`src/rtl/serial_adder.sv`:
```
module serial_adder #(
  parameter int WIDTH = 8
) (
  input  logic             clk,
  input  logic             rst_n,
  input  logic             start,
  input  logic             carry_clr,
  input  logic [WIDTH-1:0] x_in,
  input  logic [WIDTH-1:0] y_in,
  output logic [WIDTH-1:0] sum,
  output logic             carry_out,
  output logic             busy,
  output logic             done
);
  localparam int CW = (WIDTH > 1) ? $clog2(WIDTH) : 1;
  localparam logic [CW-1:0] LAST = CW'(WIDTH - 1);

  logic [WIDTH-1:0] xs, ys, acc;
  logic [CW-1:0]    pos;
  logic             cy, run, fin;
  logic             fa_s, fa_c;

  assign fa_s = xs[0] ^ ys[0] ^ cy;
  assign fa_c = (xs[0] & ys[0]) | (cy & (xs[0] ^ ys[0]));

  always_ff @(posedge clk or negedge rst_n) begin
    if (!rst_n) begin
      xs  <= '0;
      ys  <= '0;
      acc <= '0;
      pos <= '0;
      cy  <= 1'b0;
      run <= 1'b0;
      fin <= 1'b0;
    end else begin
      fin <= 1'b0;
      if (start) begin
        xs  <= x_in;
        ys  <= y_in;
        cy  <= 1'b0;
        pos <= '0;
        run <= 1'b1;
      end else if (run) begin
        xs  <= xs >> 1;
        ys  <= ys >> 1;
        acc <= {fa_s, acc[WIDTH-1:1]};
        cy  <= fa_c;
        pos <= pos + 1'b1;
        if (pos == LAST) begin
          run <= 1'b0;
          fin <= 1'b1;
        end
      end else if (carry_clr) begin
        cy <= 1'b0;
      end
    end
  end

  assign sum       = acc;
  assign carry_out = cy;
  assign busy      = run;
  assign done      = fin;
endmodule

```
`config.mk`:
```
export PLATFORM = sky130hd
export DESIGN_NAME = serial_adder
export DESIGN_NICKNAME = d
export VERILOG_FILES = /design/src/rtl/serial_adder.sv
export SDC_FILE = /design/constraint.sdc
export NUM_CORES = 1
export LEC_CHECK = 0
export ABC_CLOCK_PERIOD_IN_PS = 2610
export CORE_MARGIN = 2
export CORE_UTILIZATION = 55
export CTS_BUF_LIST = sky130_fd_sc_hd__clkbuf_2 sky130_fd_sc_hd__clkbuf_4 sky130_fd_sc_hd__clkbuf_8
export DETAILED_ROUTE_END_ITERATION = 8
export PLACE_DENSITY = 0.95
export SYNTH_ARGS = -nofsm -noshare
export SYNTH_HDL_FRONTEND = slang
export SYNTH_SLANG_ARGS = --single-unit
```
`constraint.sdc`:
```
create_clock -name clk -period 2.61 [get_ports clk]
set_input_delay 0.3915 -clock clk [delete_from_list [all_inputs] [get_ports clk]]
set_output_delay 0.3915 -clock clk [all_outputs]
set_load 0.02 [all_outputs]
```
## After elaboration in Yosys (flattened, before gate mapping)

Index checks and enable logic that the tools add are counted.

| word-level totals | value |
|---|---|
| output and inout port bits | 11 |
| logic and storage cells | 33 |
| bits in registers | 30 |

| cells by class | value |
|---|---|
| bitwise operators | 6 |
| mux-type cells | 15 |
| reduce and logical (&&, ||, !) cells | 3 |
| equal/unequal tests | 1 |
| $add $sub $neg | 1 |

Operator list:

| operator | count |
|---|---|
| 8-bit 2-to-1 mux | 4 |
| 1-bit 2-to-1 mux | 9 |
| 3-bit 2-to-1 mux | 2 |
| 3-bit by 1-bit adder with 3-bit output, second input constant | 1 |
| 3-bit == test, second input constant | 1 |
| 3-bit nonzero test | 1 |
| 1-bit bitwise AND | 2 |
| 2-bit AND reduction | 1 |
| 2-bit nonzero test | 1 |
| 1-bit XOR | 2 |
| 1-bit inverter | 1 |
| 1-bit bitwise OR | 1 |

## Depth between registers and ports, before layout

| logic depth | value |
|---|---|
| word-level depth | 5 |
| gate-level depth with buffers | 4 |

## Worst setup path before layout

No wires, ideal clock.

| timing | value |
|---|---|
| kind | register to register |
| start | reg cy, in the netlist carry_out |
| end | reg cy, in the netlist carry_out |
| arrival time | 1.167 ns |
| path slack | 1.366 ns |
| required time | 2.533 ns |
| clock period less this slack | 1.244 ns |
| stages on the path, launching flop included | 5 |
| cell sequence | dfrtp_1 > inv_1 > fa_1 > nand2b_1 > a21oi_1 |

| on the way | value |
|---|---|
| word-level cells in the longest chain between the ends | 4 |

Ends and longest elaborated chain:

| item | RTL line | text |
|---|---|---|
| from (decl) | 20 | `logic cy, run, fin;` |
| from (signal assigned) | 32 | `cy <= 1'b0;` |
| from (signal assigned) | 40 | `cy <= 1'b0;` |
| from (signal assigned) | 47 | `cy <= fa_c;` |
| 1-bit bitwise AND | 24 | `assign fa_c = (xs[0] & ys[0]) \| (cy & (xs[0] ^ ys[0]));` |
| 1-bit bitwise OR | 24 |  |
| 1-bit 2-to-1 mux | 43 | `end else if (run) begin` |
| 1-bit 2-to-1 mux | 37 | `if (start) begin` |

Every way passes these cells.
A chain may end at the register's enable or synchronous reset.

## Final worst setup path

| timing | value |
|---|---|
| start | reg acc[3], in the netlist sum[3] |
| end | out sum[3] |

RTL lines:

| item | RTL line | text |
|---|---|---|
| from (decl) | 18 | `logic [WIDTH-1:0] xs, ys, acc;` |
| from (signal assigned) | 46 | `acc <= {fa_s, acc[WIDTH-1:1]};` |
| to (decl) | 10 | `output logic [WIDTH-1:0] sum,` |

No word-level cell between the ends.

==> impl_metrics.yaml <==
routing:
  drt_iter0_markers: 12
  wl_per_cell_um: 13.0
  wl_mm: 2.27
  ant_nets: 0
  first_pass_iters: 4
  viasPerCell: 5.24
  drc: 0
  via_count: 911
placed_design:
  place_area_mm2: 0.00166
  place_congestion: 0.694
  hpwlAfterDp_mm: 1.61
  dp.cells: 167
  port_buffers: 30
run_status:
  outcome: "complete, no violations"
final_layout:
  regArea_um2: 751
  drive_gt1_frac: 0.116
  final_nets: 169
  multi_input_area_um2: 531
  fin_cells: 174
  diodes: 0
  fillers: 162
  syn_to_final_growth_pct: 27.3
  final_design_area_no_fill_mm2: 0.00171
power:
  p_seq_frac: 0.490
  finalPower_w: 0.00125
  internal-power_w: 0.000891
  swShare: 0.286
  p_switching_w: 0.000358
  p_per_area_mw_per_mm2: 730
  irDropWorstVdd_uv: 589
  p_comb_frac: 0.302
  leakage_nw: 0.874
  p_clk_frac: 0.208
floorplan:
  start_util: 0.596
  die_h_um: 53.4
  die_area_mm2: 0.00285
  core_mm2: 0.00225
  die_w_um: 53.4
  fp-row-count: 17
  num_io_pins: 31
critical_path:
  crit_chain: "clkdlybuf4s50_1"
  cp-end-kind: "primary output"
  slowest_delay_ns: 0.62
  path_class: "flop to primary output"
  start_kind: "flop"
  cpLargestDelayFamily: "buffers and inverters"
  cp.arrival_ns: 1.32
  worstReg2RegStart: "busy$_DFF_PN0_"
  rr_worst_depth: 3
  slowest_stage: "clkdlybuf4s50_1"
  crit_start: "sum[3]$_DFFE_PN0P_"
  cp_max_fo: 3
  path_depth: 1
  required_ns: 2.22
  crit_buf_inv: 1
min_path:
  hp-class: "input port to asynchronous set/reset pin"
synthesis:
  yosys_warnings: 0
  yosysSeqAreaShare: 0.559
  syn_area_per_cell_um2: 11.9
  syn-cell-area_mm2: 0.00134
  synthCells: 113
  synth_cell_type_count: 18
  syn_nets: 136
  synth_seq_cells: 30
sta:
  fin_crit_ns: 1.71
  fmax_ghz: 0.584
  rsz0062_at_grt: "false"
  fin_skew_ns: 0.00581
  setup_viol: 0
  slew_headroom: 0.639
  finalHoldViolCount: 0
  final.setup.tns_ns: 0
  fin_crit_sh: 0.656
  final_max_slew_viol_count: 0
  worst_pin_slew_ns: 0.541
clock_tree:
  h-tree-depth: 2
  cts_hold_buf: 0
  cts_resized: 0
  cts_made_buffers: 5
  ctsLongestPathBuffers: 2
  tritoncts: "yes"
  path_clk_slew_ns: 0.08
  cts_setup_buffers: 0
  cts-root-buf: "clkbuf_4"
  clk_latency_ns: 0.32
  clock_sinks: 30
global_routing:
  grt_pass1_wl_mm: 3.83
  grt_pass1_vias: 883
  grt_usage: 0.199
  antenna_found_initial: 0
  grt_overflow_total: 0
  grt_max_degree: 38
run:
  drv_cap: 0
==> synth_stat cells, drive strengths merged <==
cell	count	area (µm²)
a21o	1	7.51
a21oi	1	5.00
buf	6	40.0
clkbuf	1	3.75
dfrtp	30	751
fa	1	20.0
ha	2	25.0
inv	5	18.8
mux2	7	105
mux2i	17	170
nand2	16	60.1
nand2b	4	25.0
nor2	4	15.0
o21ai	16	80.1
or3b	1	8.76
xnor2	1	8.76
==> through the flow <==
stage                      util  hold slack (ns)  worst slack (ns)
after floorplan               -           0.0959              1.37
after global placement    0.735            0.497             0.854
after detailed placement  0.735            0.515             0.798
after CTS                 0.759            0.457             0.875
after global routing      0.759            0.483             0.817
final                     0.759            0.456             0.898
==> cell usage in the layout (no fill, tap or decap) <==
master            n
a21o_1            1
a21oi_1           1
buf_4             3
clkbuf_4          7
clkdlybuf4s50_1  30
dfrtp_1          30
fa_1              1
ha_1              2
inv_1             5
mux2_4            7
mux2i_1          17
nand2_1          16
nand2b_1          4
nor2_1            4
o21ai_0           2
o21ai_1          14
or3b_1            1
xnor2_1           1
==> power groups by stage <==
stage / Clock [W] / Combinational, W / Sequential (W)
after floorplan: 0 / 0.000137 / 0.000678
after global placement: 0 / 0.000369 / 0.000612
after global routing: 0.000297 / 0.000410 / 0.000622
after CTS: 0.000270 / 0.000383 / 0.000612
after detailed placement: 0 / 0.000380 / 0.000621
final: 0.000260 / 0.000377 / 0.000611
==> per-layer routing <==
layer | vias up | global-route usage | share of wire
met2 | 24 | 0.333 | 0.50
met4 | 0 | 0.103 | 0.025
met5 | - | 0 | 0
li1 | 443 | - | -
met3 | 5 | 0.0678 | 0.058
met1 | 439 | 0.220 | 0.42
==> logic make-up (layout without fill, tap and decap cells) <==
logic type	Yosys count	count (layout)	synth area share
buf+inv	12	45	0.0466
simple gates	25	25	0.0810
fa+ha+maj	3	3	0.0335
xor+xnor	1	1	0.00652
mux	24	24	0.205
flops	30	30	0.559
compound gates	18	18	0.0689
==> final timing paths <==
kind / endpoint / slack, ns
worst min register to register: sum[0]$_DFFE_PN0P_ / 0.53
worst max register to register: sum[3]$_DFFE_PN0P_ / 1.07
max in group asynchronous: busy$_DFF_PN0_ / 1.89
min in group clk: sum[0]$_DFFE_PN0P_ / 0.53
worst max-delay path: sum[3] / 0.90
worst min-delay path: xs[1]$_DFFE_PN0P_ / 0.46
==> area by class of cell <==
| cell class | instances | area share |
|---|---|---|
| Sequential cell | 30 | 0.439 |
| Inverter | 5 | 0.0110 |
| Tap cell | 28 | 0.0205 |
| Clock buffer | 7 | 0.0307 |
| Timing Repair Buffer | 33 | 0.189 |
| Multi-Input combinational cell | 71 | 0.310 |
==> state kept, by name (all words and copies together) (netlist names) <==
register,cells
carry_out,1
busy,1
ys,8
pos,3
done,1
sum,8
xs,8
Note: power is estimated with default switching activity, not from simulation.
